File: config.mk
export PLATFORM = sky130hd
export DESIGN_NAME = pgov_supervisor
export DESIGN_NICKNAME = d
export VERILOG_FILES = /design/src/rtl/pgov_pkg.sv /design/src/rtl/pgov_timebase.sv /design/src/rtl/pgov_limits.sv /design/src/rtl/pgov_pg_track.sv /design/src/rtl/pgov_ov_guard.sv /design/src/rtl/pgov_supervisor.sv
export SDC_FILE = /design/constraint.sdc
export NUM_CORES = 1
export LEC_CHECK = 0
export BUFFER_PORTS_ARGS = -buffer_cell sky130_fd_sc_hd__buf_2
export CAP_MARGIN = 20
export CORE_MARGIN = 4
export CORE_UTILIZATION = 25
export CTS_BUF_LIST = sky130_fd_sc_hd__clkbuf_8
export CTS_CLUSTER_DIAMETER = 120
export CTS_CLUSTER_SIZE = 20
export DETAILED_ROUTE_END_ITERATION = 6
export SETUP_SLACK_MARGIN = 0.5
export SYNTH_ARGS = -nofsm -noshare
export SYNTH_HDL_FRONTEND = slang
export SYNTH_SLANG_ARGS = --single-unit
File: constraint.sdc
create_clock -name clk -period 1.2 [get_ports clk]
set_input_delay 0.36 -clock clk [delete_from_list [all_inputs] [get_ports clk]]
set_output_delay 0.36 -clock clk [all_outputs]
set_load 0.02 [all_outputs]
File: src/rtl/pgov_pkg.sv
package pgov_pkg;

  typedef enum logic {
    PG_QUAL = 1'b0,
    PG_GOOD = 1'b1
  } pg_state_e;

  typedef enum logic [1:0] {
    ARM_OFF  = 2'd0,
    ARM_WAIT = 2'd1,
    ARM_ON   = 2'd2
  } arm_state_e;

  // Scaled threshold rounded down: code*pct/100
  function automatic logic [31:0] pct_floor(input logic [31:0] code, input int unsigned pct);
    return (code * 32'(pct)) / 32'd100;
  endfunction

  // Scaled threshold rounded up: ceil(code*pct/100)
  function automatic logic [31:0] pct_ceil(input logic [31:0] code, input int unsigned pct);
    return ((code * 32'(pct)) + 32'd99) / 32'd100;
  endfunction

endpackage

File: src/rtl/pgov_timebase.sv
module pgov_timebase #(
  parameter int unsigned CLK_PER_US = 125
) (
  input  logic clk,
  input  logic rst_n,
  output logic us_tick
);
  localparam int unsigned TW = (CLK_PER_US > 1) ? $clog2(CLK_PER_US) : 1;
  localparam logic [TW-1:0] LAST = TW'(CLK_PER_US - 1);

  logic [TW-1:0] cnt_q, cnt_d;

  always_comb begin
    us_tick = (cnt_q == LAST);
    cnt_d   = us_tick ? '0 : cnt_q + 1'b1;
  end

  always_ff @(posedge clk or negedge rst_n) begin
    if (!rst_n) cnt_q <= '0;
    else        cnt_q <= cnt_d;
  end
endmodule

File: src/rtl/pgov_limits.sv
module pgov_limits
  import pgov_pkg::*;
#(
  parameter int unsigned CODE_W    = 10,
  parameter int unsigned ENTRY_PCT = 5,
  parameter int unsigned EXIT_PCT  = 7,
  parameter int unsigned OV_PCT    = 115
) (
  input  logic [CODE_W-1:0] fb_code,
  input  logic [CODE_W-1:0] ref_code,
  output logic              in_entry,
  output logic              out_exit,
  output logic              over_ov
);
  localparam int unsigned ENT_HI_PCT = 100 + ENTRY_PCT;
  localparam int unsigned ENT_LO_PCT = 100 - ENTRY_PCT;
  localparam int unsigned EXT_HI_PCT = 100 + EXIT_PCT;
  localparam int unsigned EXT_LO_PCT = 100 - EXIT_PCT;

  logic [31:0] fb_w, ref_w;
  logic [31:0] ent_hi, ent_lo, ext_hi, ext_lo, ov_th;

  always_comb begin
    fb_w   = 32'(fb_code);
    ref_w  = 32'(ref_code);
    // upper bounds round down, lower bounds round up: tighter side
    ent_hi = pct_floor(ref_w, ENT_HI_PCT);
    ent_lo = pct_ceil(ref_w, ENT_LO_PCT);
    ext_hi = pct_floor(ref_w, EXT_HI_PCT);
    ext_lo = pct_ceil(ref_w, EXT_LO_PCT);
    ov_th  = pct_floor(ref_w, OV_PCT);
    in_entry = (fb_w >= ent_lo) && (fb_w <= ent_hi);
    out_exit = (fb_w < ext_lo) || (fb_w > ext_hi);
    over_ov  = (fb_w > ov_th);
  end
endmodule

File: src/rtl/pgov_pg_track.sv
module pgov_pg_track
  import pgov_pkg::*;
#(
  parameter int unsigned PG_QUAL_US = 3300
) (
  input  logic clk,
  input  logic rst_n,
  input  logic us_tick,
  input  logic sw_tick,
  input  logic in_entry,
  input  logic out_exit,
  output logic good
);
  localparam int unsigned QW = (PG_QUAL_US > 1) ? $clog2(PG_QUAL_US) : 1;
  localparam logic [QW-1:0] QLAST = QW'(PG_QUAL_US - 1);

  pg_state_e     state_q, state_d;
  logic [QW-1:0] qcnt_q, qcnt_d;
  logic          xarm_q, xarm_d;

  always_comb begin
    state_d = state_q;
    qcnt_d  = qcnt_q;
    xarm_d  = xarm_q;
    unique case (state_q)
      PG_QUAL: begin
        xarm_d = 1'b0;
        if (!in_entry) begin
          qcnt_d = '0;
        end else if (us_tick) begin
          if (qcnt_q == QLAST) begin
            state_d = PG_GOOD;
            qcnt_d  = '0;
          end else begin
            qcnt_d = qcnt_q + 1'b1;
          end
        end
      end
      PG_GOOD: begin
        if (!out_exit) begin
          xarm_d = 1'b0;
        end else if (sw_tick) begin
          if (xarm_q) begin
            state_d = PG_QUAL;
            xarm_d  = 1'b0;
          end else begin
            xarm_d = 1'b1;
          end
        end
      end
      default: state_d = PG_QUAL;
    endcase
  end

  always_ff @(posedge clk or negedge rst_n) begin
    if (!rst_n) begin
      state_q <= PG_QUAL;
      qcnt_q  <= '0;
      xarm_q  <= 1'b0;
    end else begin
      state_q <= state_d;
      qcnt_q  <= qcnt_d;
      xarm_q  <= xarm_d;
    end
  end

  assign good = (state_q == PG_GOOD);
endmodule

File: src/rtl/pgov_ov_guard.sv
module pgov_ov_guard
  import pgov_pkg::*;
#(
  parameter int unsigned OV_ARM_US = 1000
) (
  input  logic clk,
  input  logic rst_n,
  input  logic us_tick,
  input  logic sw_tick,
  input  logic slewing,
  input  logic ss_done,
  input  logic over_ov,
  input  logic ov_mask,
  input  logic ov_clear,
  output logic fault
);
  localparam int unsigned AW = (OV_ARM_US > 1) ? $clog2(OV_ARM_US) : 1;
  localparam logic [AW-1:0] ALAST = AW'(OV_ARM_US - 1);

  arm_state_e    arm_q, arm_d;
  logic [AW-1:0] acnt_q, acnt_d;
  logic          pend_q, pend_d;
  logic          flt_q, flt_d;
  logic          set_flt;

  // arming sequencer
  always_comb begin
    arm_d  = arm_q;
    acnt_d = acnt_q;
    if (slewing) begin
      arm_d  = ARM_OFF;
      acnt_d = '0;
    end else if (ss_done) begin
      arm_d  = ARM_WAIT;
      acnt_d = '0;
    end else if (arm_q == ARM_WAIT && us_tick) begin
      if (acnt_q == ALAST) begin
        arm_d  = ARM_ON;
        acnt_d = '0;
      end else begin
        acnt_d = acnt_q + 1'b1;
      end
    end
  end

  // persistence and latch
  always_comb begin
    set_flt = 1'b0;
    pend_d  = pend_q;
    if (arm_q != ARM_ON || ov_mask || !over_ov) begin
      pend_d = 1'b0;
    end else if (sw_tick) begin
      if (pend_q) begin
        set_flt = 1'b1;
        pend_d  = 1'b0;
      end else begin
        pend_d = 1'b1;
      end
    end
    flt_d = flt_q;
    if (set_flt)                    flt_d = 1'b1;
    else if (ov_clear && !over_ov)  flt_d = 1'b0;
  end

  always_ff @(posedge clk or negedge rst_n) begin
    if (!rst_n) begin
      arm_q  <= ARM_OFF;
      acnt_q <= '0;
      pend_q <= 1'b0;
      flt_q  <= 1'b0;
    end else begin
      arm_q  <= arm_d;
      acnt_q <= acnt_d;
      pend_q <= pend_d;
      flt_q  <= flt_d;
    end
  end

  assign fault = flt_q;
endmodule

File: src/rtl/pgov_supervisor.sv
module pgov_supervisor #(
  parameter int unsigned CODE_W     = 10,
  parameter int unsigned CLK_PER_US = 125,
  parameter int unsigned PG_QUAL_US = 3300,
  parameter int unsigned OV_ARM_US  = 1000,
  parameter int unsigned ENTRY_PCT  = 5,
  parameter int unsigned EXIT_PCT   = 7,
  parameter int unsigned OV_PCT     = 115
) (
  input  logic              clk,
  input  logic              rst_n,
  input  logic [CODE_W-1:0] fb_code,
  input  logic [CODE_W-1:0] ref_code,
  input  logic              sw_tick,
  input  logic              slewing,
  input  logic              ss_done,
  input  logic              pg_mask,
  input  logic              ov_mask,
  input  logic              ov_clear,
  output logic              pg_good,
  output logic              pg_irq,
  output logic              ov_fault,
  output logic              freq_req
);
  logic [1:0] rsync_q;
  logic       rst_ns;
  logic       us_tick, in_entry, out_exit, over_ov, good, flt;

  // asynchronous assert, synchronous release
  always_ff @(posedge clk or negedge rst_n) begin
    if (!rst_n) rsync_q <= 2'b00;
    else        rsync_q <= {rsync_q[0], 1'b1};
  end
  assign rst_ns = rsync_q[1];

  pgov_timebase #(.CLK_PER_US(CLK_PER_US)) u_tb (
    .clk(clk), .rst_n(rst_ns), .us_tick(us_tick)
  );

  pgov_limits #(
    .CODE_W(CODE_W), .ENTRY_PCT(ENTRY_PCT), .EXIT_PCT(EXIT_PCT), .OV_PCT(OV_PCT)
  ) u_lim (
    .fb_code(fb_code), .ref_code(ref_code),
    .in_entry(in_entry), .out_exit(out_exit), .over_ov(over_ov)
  );

  pgov_pg_track #(.PG_QUAL_US(PG_QUAL_US)) u_pg (
    .clk(clk), .rst_n(rst_ns), .us_tick(us_tick), .sw_tick(sw_tick),
    .in_entry(in_entry), .out_exit(out_exit), .good(good)
  );

  pgov_ov_guard #(.OV_ARM_US(OV_ARM_US)) u_ov (
    .clk(clk), .rst_n(rst_ns), .us_tick(us_tick), .sw_tick(sw_tick),
    .slewing(slewing), .ss_done(ss_done), .over_ov(over_ov),
    .ov_mask(ov_mask), .ov_clear(ov_clear), .fault(flt)
  );

  assign pg_good  = good | pg_mask;
  assign pg_irq   = ~pg_good;
  assign ov_fault = flt & ~ov_mask;
  assign freq_req = ov_fault;
endmodule

* Word level (Yosys, flattened, before mapping)
Index checks and enable logic that the tools add are counted.
Storage, ports and cells: bits in registers 37, latch bits 0, RAM bits 0, bits in read-only memories 0, output and inout port bits 4, word-level logic and storage cells 84, memories 0
Cells by class: $add $sub $neg 5, multiply operators 5, divide/modulo/power cells 5, magnitude comparators 5, equal/unequal tests 7, shift-type cells 0, mux-type cells 30, bitwise operators 5, reduce and logical (&&, ||, !) cells 13
Operator list (count):
- $div A17 B7 Y32 const B | 3
- $mul A10 B7 Y17 const B | 5
- $div A32 B7 Y32 const B | 2
- $gt A10 B32 Y1 | 2
- $mux W10 | 4
- $add A17 B7 Y18 const B | 2
- $mux W12 | 3
- $ge A10 B32 Y1 | 1
- $le A10 B32 Y1 | 1
- $lt A10 B32 Y1 | 1
- $mux W1 | 16
- $add A12 B1 Y12 const B | 1
- $eq A12 B12 Y1 const B | 1
- $add A10 B1 Y10 const B | 1
- $eq A10 B10 Y1 const B | 1
- $mux W2 | 4
- $add A7 B1 Y7 const B | 1
- $eq A7 B7 Y1 const B | 1
- $mux W7 | 1
- $reduce_bool A3 Y1 | 2
- $pmux W1 S2 | 2
- $reduce_and A2 Y1 | 2
- $reduce_bool A2 Y1 | 2
- $logic_and A1 B1 Y1 | 3
- other kinds (9) | 13

* Depth between registers and ports, before layout
Gate-level depths: netlist of the first run.
depth in word-level cells 7, mapped depth 64, mapped depth without buffers 60

* Hierarchy
Synthesis of the first run repeated with hierarchy kept, for this count alone.
Second synthesis, totals: cells, all modules 2712, area, all modules 20256.9 sq um
By module, submodules not included:
- pgov_limits | times used 1, cells each 2525, area an instance 18252.5 sq um, seq. area each 0.0 sq um
- pgov_pg_track | times used 1, cells each 77, area an instance 808.3 sq um, seq. area each 350.3 sq um
- pgov_ov_guard | times used 1, cells each 72, area an instance 773.2 sq um, seq. area each 350.3 sq um
- pgov_timebase | times used 1, cells each 31, area an instance 345.3 sq um, seq. area each 175.2 sq um
- pgov_supervisor | times used 1, cells each 7, area an instance 77.6 sq um, seq. area each 50.0 sq um

* Worst setup path after synthesis of the first run
No wires, ideal clock.
path kind input port to flip-flop, start point in ref_code[5], end point reg u_pg.qcnt_q[8], arrival 12.520 ns, setup slack -11.430 ns, cell stages on the path 59, path buffers 4, path through inv_1 > fa_1 > fa_1 > fa_1 > inv_1 > fa_1 > ha_1 > o21a_1 > o21a_1 > a41o_1 > a31o_2 > xnor2_1 > a2111oi_0 > o21ai_0 > a311o_1 > buf_2 > o31ai_1 > mux2i_1 > [... 23 more ...] > nand2b_1 > a21oi_1 > nor2b_1 > o21ai_0 > nand2b_1 > a21oi_1 > nor2b_1 > o21ai_0 > nand2b_1 > a21oi_1 > nor2b_1 > o21ai_0 > nand2b_1 > nand4_1 > nor2_1 > or3_1 > clkbuf_1 > o41ai_1
Between the ends: longest elaborated chain between the ends 7
RTL lines:
- from (decl) | line pgov_supervisor.sv:13 | input logic [CODE_W-1:0] ref_code,
- $mul A10 B7 Y17 | line pgov_pkg.sv:21 | return ((code * 32'(pct)) + 32'd99) / 32'd100;
- $add A17 B7 Y18 | line pgov_pkg.sv:21
- $div A32 B7 Y32 | line pgov_pkg.sv:21
- $ge A10 B32 Y1 | line pgov_limits.sv:32 | in_entry = (fb_w >= ent_lo) && (fb_w <= ent_hi);
- $logic_and A1 B1 Y1 (*) | line pgov_limits.sv:32
- $ne A2 B1 Y1 (no source line)
- $reduce_and A2 Y1 (no source line)
- to (signal assigned) | line pgov_pg_track.sv:62 | qcnt_q <= qcnt_d;
- to (decl) | line pgov_pg_track.sv:18 | logic [QW-1:0] qcnt_q, qcnt_d;
Every way passes the cells marked *; elsewhere a longest branch is shown, timed or not. A chain may end at the register's enable or synchronous reset.

* Worst setup path after layout of the first run
start point in ref_code[9], end point reg u_pg.qcnt_q[5]
Same word-level chain as after synthesis.

==> results of run 1 <==
-- state kept, by name (all words and copies together), names as in the netlist --
register,count
u_pg.xarm_q,1
u_ov.acnt_q,10
u_ov.fault,1
u_ov.arm_q,2
u_tb.cnt_q,7
rsync_q,2
u_pg.good,1
u_ov.pend_q,1
u_pg.qcnt_q,12
-- Yosys cell counts, types with 24 or more instances --
cell,n,area [um^2]
inv_1,208,781
o31ai_1,38,285
nand4_1,36,225
a211oi_1,52,390
xor2_1,49,429
or3_1,27,169
o211ai_1,60,450
fa_1,87,1740
o21ai_0,154,771
xnor2_1,87,762
a211o_1,24,210
clkbuf_1,44,165
ha_1,229,2870
a21o_1,57,428
nand3_1,84,420
mux2i_1,34,340
nand2_1,211,792
and3_1,36,225
nand2b_1,38,238
a31oi_1,46,288
a21oi_1,188,941
nor2_1,225,845
o21a_1,41,308
and2_1,34,213
or2_2,25,156
dfrtp_1,37,926
nor3_1,85,425
-- timing repair --
| item | CTS | global route |
|---|---|---|
| hold buffers | 1 | 0 |
| pin swaps | 140 | 243 |
| buffers inserted | 84 | 78 |
| cloned | 1 | 0 |
| setup endpoints to repair | 39 | 39 |
| gates resized for setup | 286 | 309 |
| hold endpoints to repair | 2 | 0 |
-- worst max-delay path, delay by kind of cell --
kind / cells / cell delay [ns]
adder cells (fa/ha/maj): 6 / 2.62
multiplexers: 3 / 0.81
buffers and inverters: 8 / 1.00
AND/OR/NAND/NOR: 17 / 2.41
XOR/XNOR: 1 / 0.18
AO/OA/AOI/OAI: 26 / 4.99
-- path summary, 6_finish.rpt --
kind	startpoint	end	slack, ns
worst max register to register	u_pg.qcnt_q[0]	u_pg.qcnt_q[5]	-0.83
worst min-delay path	rsync_q[1]	u_ov.fault	0.23
max in group asynchronous	rst_n	rsync_q[1]	0.72
worst max-delay path	ref_code[9]	u_pg.qcnt_q[5]	-10.99
worst min register to register	rsync_q[1]	u_ov.fault	0.23
min in group clk	ov_clear	u_ov.fault	0.27
-- metal layers --
layer	vias up	global-route usage, %	routed length (um)	share of wire, %
met5	-	0	13	0.017
met2	503	28.9	37700	48
met1	12456	22.9	36600	47
li1	12872	-	-	-
met4	2	3.23	1710	2.2
met3	113	0.965	2440	3.1
-- kinds of logic (layout without fill, tap and decap cells) --
logic type / count (synthesis) / count (layout) / synth area share (%)
adders and majority gates: 329 / 329 / 23.1
AOI/OAI and AO/OA: 1012 / 1012 / 35.9
DFF: 37 / 37 / 4.51
buffers and inverters: 283 / 1470 / 5.45
xor gates and xnor gates: 144 / 144 / 6.43
and+or+nand+nor: 912 / 912 / 22.2
other: 1 / 3 / 0.0182
muxes: 47 / 47 / 2.38
-- through the flow --
stage	util, %	TNS [ns]	hold WS [ns]	instance area, um^2	std cells
CTS	40.6	-174.00	0.244	32900	4934
global placement	37.9	-183.34	0.147	30700	4840
floorplan	-	-164.98	0.0644	21600	2765
finish	43.3	-178.92	0.229	35000	5014
global route	43.2	-190.14	0.251	35000	5012
detailed placement	37.9	-185.19	0.153	30700	4840
-- final cells by class --
cell class | instances | area [um^2] | share of cell area (%)
clock inverters | 2 | 7.51 | 0.0214
repair buffers | 1249 | 9730 | 27.8
clock buffers | 6 | 82.6 | 0.236
multi-input cells | 2445 | 22100 | 63.2
flip-flops and latches | 37 | 928 | 2.65
well taps | 1060 | 1330 | 3.79
diodes | 2 | 5.00 | 0.0143
inverters | 213 | 821 | 2.34
==> reports/results.ini, run 1 <==
[yosys]
syn-instance-count=2765
syn_avg_cell_area_um2=7.43
yosysWarnings=0
syn-cell-area_mm2=0.0205
synthArstFlopShare_pct=100
synth_nets=3109
synth.distinct_cells=135
synth_flop_cell=dfrtp_1
yosys_register_bits=37
synth_edf_count=0
ys_seq_area_share_pct=4.51

[sta]
tightest_slew_ns=0.731
setup_viol=37
skew_ns=0.00707
fin_crit_sh_pct=1020
finalHoldViolCount=0
max-slew-margin-rel_pct=50.9
fmax_mhz=82.0
period_needed_ns=12.19
slew_violations=0
fin_ws_ns=-10.99
rsz0062_at_grt=true

[placed_design]
gp_congestion=0.918
dpl.hpwl_mm=61.1
dp_slack_ns=-11.62
portBuffers=31

[clock_tree]
path_clk_slew_ns=0.07
numCtsBuffers=5
htreeDepth=2
tritoncts=done
cts_sinks=37
clock_path_buffers=2
root_buffer=clkbuf_8
insertion_delay_ns=0.29

[layout]
final_nets=4295
area_delta_synth_final_pct=70.3
drive_gt1_share_pct=47.5
layout_commonest_cell=buf_4
fillCellCount=7786
final_cell_mix=buf_4, nor2_1, ha_1, nand2_1, inv_1

[floorplanning]
placementRows=104
die_area_mm2=0.0869
io_pins=32
core_area_mm2=0.0809
die_x_um=295
die_h_um=295
start_util_pct=25.4

[global_routing]
grt_overflow_total=0
grt_usage_pct=16.6
grt_pass1_wl_mm=123
antenna_found_initial=5
grt_max_degree=36
grt_pass1_vias=24945

[routing]
drt_pass1_iterations=5
num_vias=25946
drc=0
viasPerCell=5.17
post_drt_wl_per_cell_um=15.6
drtIter0Drc=1388
drt-total-wl_mm=78.5
antenna_left=0

[setup_path]
arrival_ns=12.40
r2r_cells=10
worst_setup_path_end_kind=flip-flop
critPathKind=primary input to flip-flop
slowest_delay_ns=0.57
startpoint_type=primary input
cp.required_ns=1.42
crit_slowest_cell=fa_1
crit_fanout=7

[run]
drv_cap=0

[outcome]
violations=setup timing
status=finished, violations left

[min_path]
hold_path.class=flip-flop to asynchronous set/reset pin

Power of run 1 is not shown: default switching activity piles up to over one toggle a cycle in this logic, so the estimate is an artifact.
==> run 2, diff against run 1 <==
--- a/config.mk
+++ b/config.mk
@@ -13,7 +13,7 @@
 export CTS_CLUSTER_DIAMETER = 120
 export CTS_CLUSTER_SIZE = 20
 export DETAILED_ROUTE_END_ITERATION = 6
-export SETUP_SLACK_MARGIN = 0.5
+export SETUP_SLACK_MARGIN = 0.05
 export SYNTH_ARGS = -nofsm -noshare
 export SYNTH_HDL_FRONTEND = slang
 export SYNTH_SLANG_ARGS = --single-unit
==> reports/results.ini, run 2 (synthesis results as in run 1) <==
[clock_tree]
path_clk_slew_ns=0.08
clock_path_buffers=2
numCtsBuffers=5
insertion_delay_ns=0.30
root_buffer=clkbuf_8
htreeDepth=2
cts_sinks=37
tritoncts=done

[sta]
fin_ws_ns=-11.19
tightest_slew_ns=0.591
finalHoldViolCount=0
period_needed_ns=12.39
fin_crit_sh_pct=1030
max-slew-margin-rel_pct=60.2
slew_violations=0
setup_viol=37
rsz0062_at_grt=true
fmax_mhz=80.7
skew_ns=0.00550

[global_routing]
grt_overflow_total=0
grt_max_degree=36
grt_pass1_vias=25176
antenna_found_initial=6
grt_pass1_wl_mm=124
grt_usage_pct=16.8

[layout]
largest-register=u_pg.qcnt_q
fillCellCount=7862
regArea_um2=927
largest_register_ffs=12
area_delta_synth_final_pct=67.6
reg_top3=u_pg.qcnt_q x12, u_ov.acnt_q x10, u_tb.cnt_q x7
drive_gt1_share_pct=45.9
final_nets=4302
final_cell_mix=buf_4, nor2_1, ha_1, nand2_1, inv_1
multiInputGateArea_mm2=0.0215
layout_commonest_cell=buf_4

[floorplanning]
io_pins=32
placementRows=104
die_h_um=295
core_area_mm2=0.0809
die_x_um=295
die_area_mm2=0.0869
start_util_pct=25.4

[placed_design]
gp_congestion=0.908
portBuffers=31
dpl.hpwl_mm=61.4
dp_slack_ns=-11.69

[setup_path]
crit_fanout=8
crit_slowest_cell=fa_1
startpoint_type=primary input
critPathKind=primary input to flip-flop
arrival_ns=12.62
worst_setup_path_end_kind=flip-flop
cp.required_ns=1.42
slowest_delay_ns=0.58

[outcome]
status=finished, violations left
violations=setup timing

[routing]
drc=0
drt-total-wl_mm=78.0
drtIter0Drc=1536
antenna_left=0
num_vias=25890
post_drt_wl_per_cell_um=15.5
drt_pass1_iterations=5
viasPerCell=5.15

[run]
drv_cap=0

[min_path]
hold_path.class=flip-flop to asynchronous set/reset pin

==> run 2: metrics by stage <==
step	utilization (%)	setup TNS (ns)	std cells	hold WS (ns)	area, um^2
2_1_floorplan	-	-164.97	2765	0.0644	21600
3_3_place_gp	37.9	-183.28	4839	0.146	30600
3_5_place_dp	37.9	-185.37	4839	0.148	30600
4_1_cts	40.9	-173.28	4958	0.237	33100
5_1_grt	42.5	-190.07	5020	0.261	34400
6_report	42.5	-179.98	5023	0.238	34400
==> run 2: worst paths after layout <==
path | start | endpoint | slack (ns) | depth (start not counted)
setup / recovery | ref_code[9] | u_pg.qcnt_q[3] | -11.19 | 60
hold / removal | rsync_q[1] | u_ov.acnt_q[7] | 0.24 | 1
setup reg to reg | u_pg.qcnt_q[0] | u_pg.qcnt_q[3] | -0.84 | 10
hold reg to reg | rsync_q[1] | u_ov.acnt_q[7] | 0.24 | 1
max in group asynchronous | rst_n | rsync_q[1] | 0.74 | 2
min in group clk | ov_clear | u_ov.fault | 0.26 | 2
==> run 2: area by class of cell <==
cell class	instances	share of cell area [%]
Antenna cell	4	0.0291
Clock buffer	5	0.200
Clock inverter	3	0.189
Multi-Input combinational cell	2446	62.6
Sequential cell	37	2.69
Tap cell	1060	3.85
Inverter	213	2.40
Timing Repair Buffer	1255	28.1
==> run 2: repair_timing <==
action                                 4_1_cts  5_1_grt
gates cloned                                 1        0
hold buffers                                 1        0
setup buffers                              110       63
resized for setup                          309      178
setup endpoints to repair                   38       38
endpoints found under the hold margin        2        0
pin swaps                                  191      114
==> run 2: worst max-delay path, delay by kind of cell <==
family / cells / cell delay, ns
AOI/OAI and AO/OA: 25 / 5.00
and+or+nand+nor: 20 / 3.29
adders and majority gates: 6 / 2.62
buffers and inverters: 7 / 0.84
muxes: 2 / 0.46
==> run 2: routing by layer <==
metal,vias up,routed length [um],global-route usage (%)
li1,12895,-,-
met1,12353,36500,22.9
met2,519,36900,28.8
met3,119,2810,1.25
met4,4,1820,4.11
met5,-,27,0
Power of run 2 is left out for the same reason.
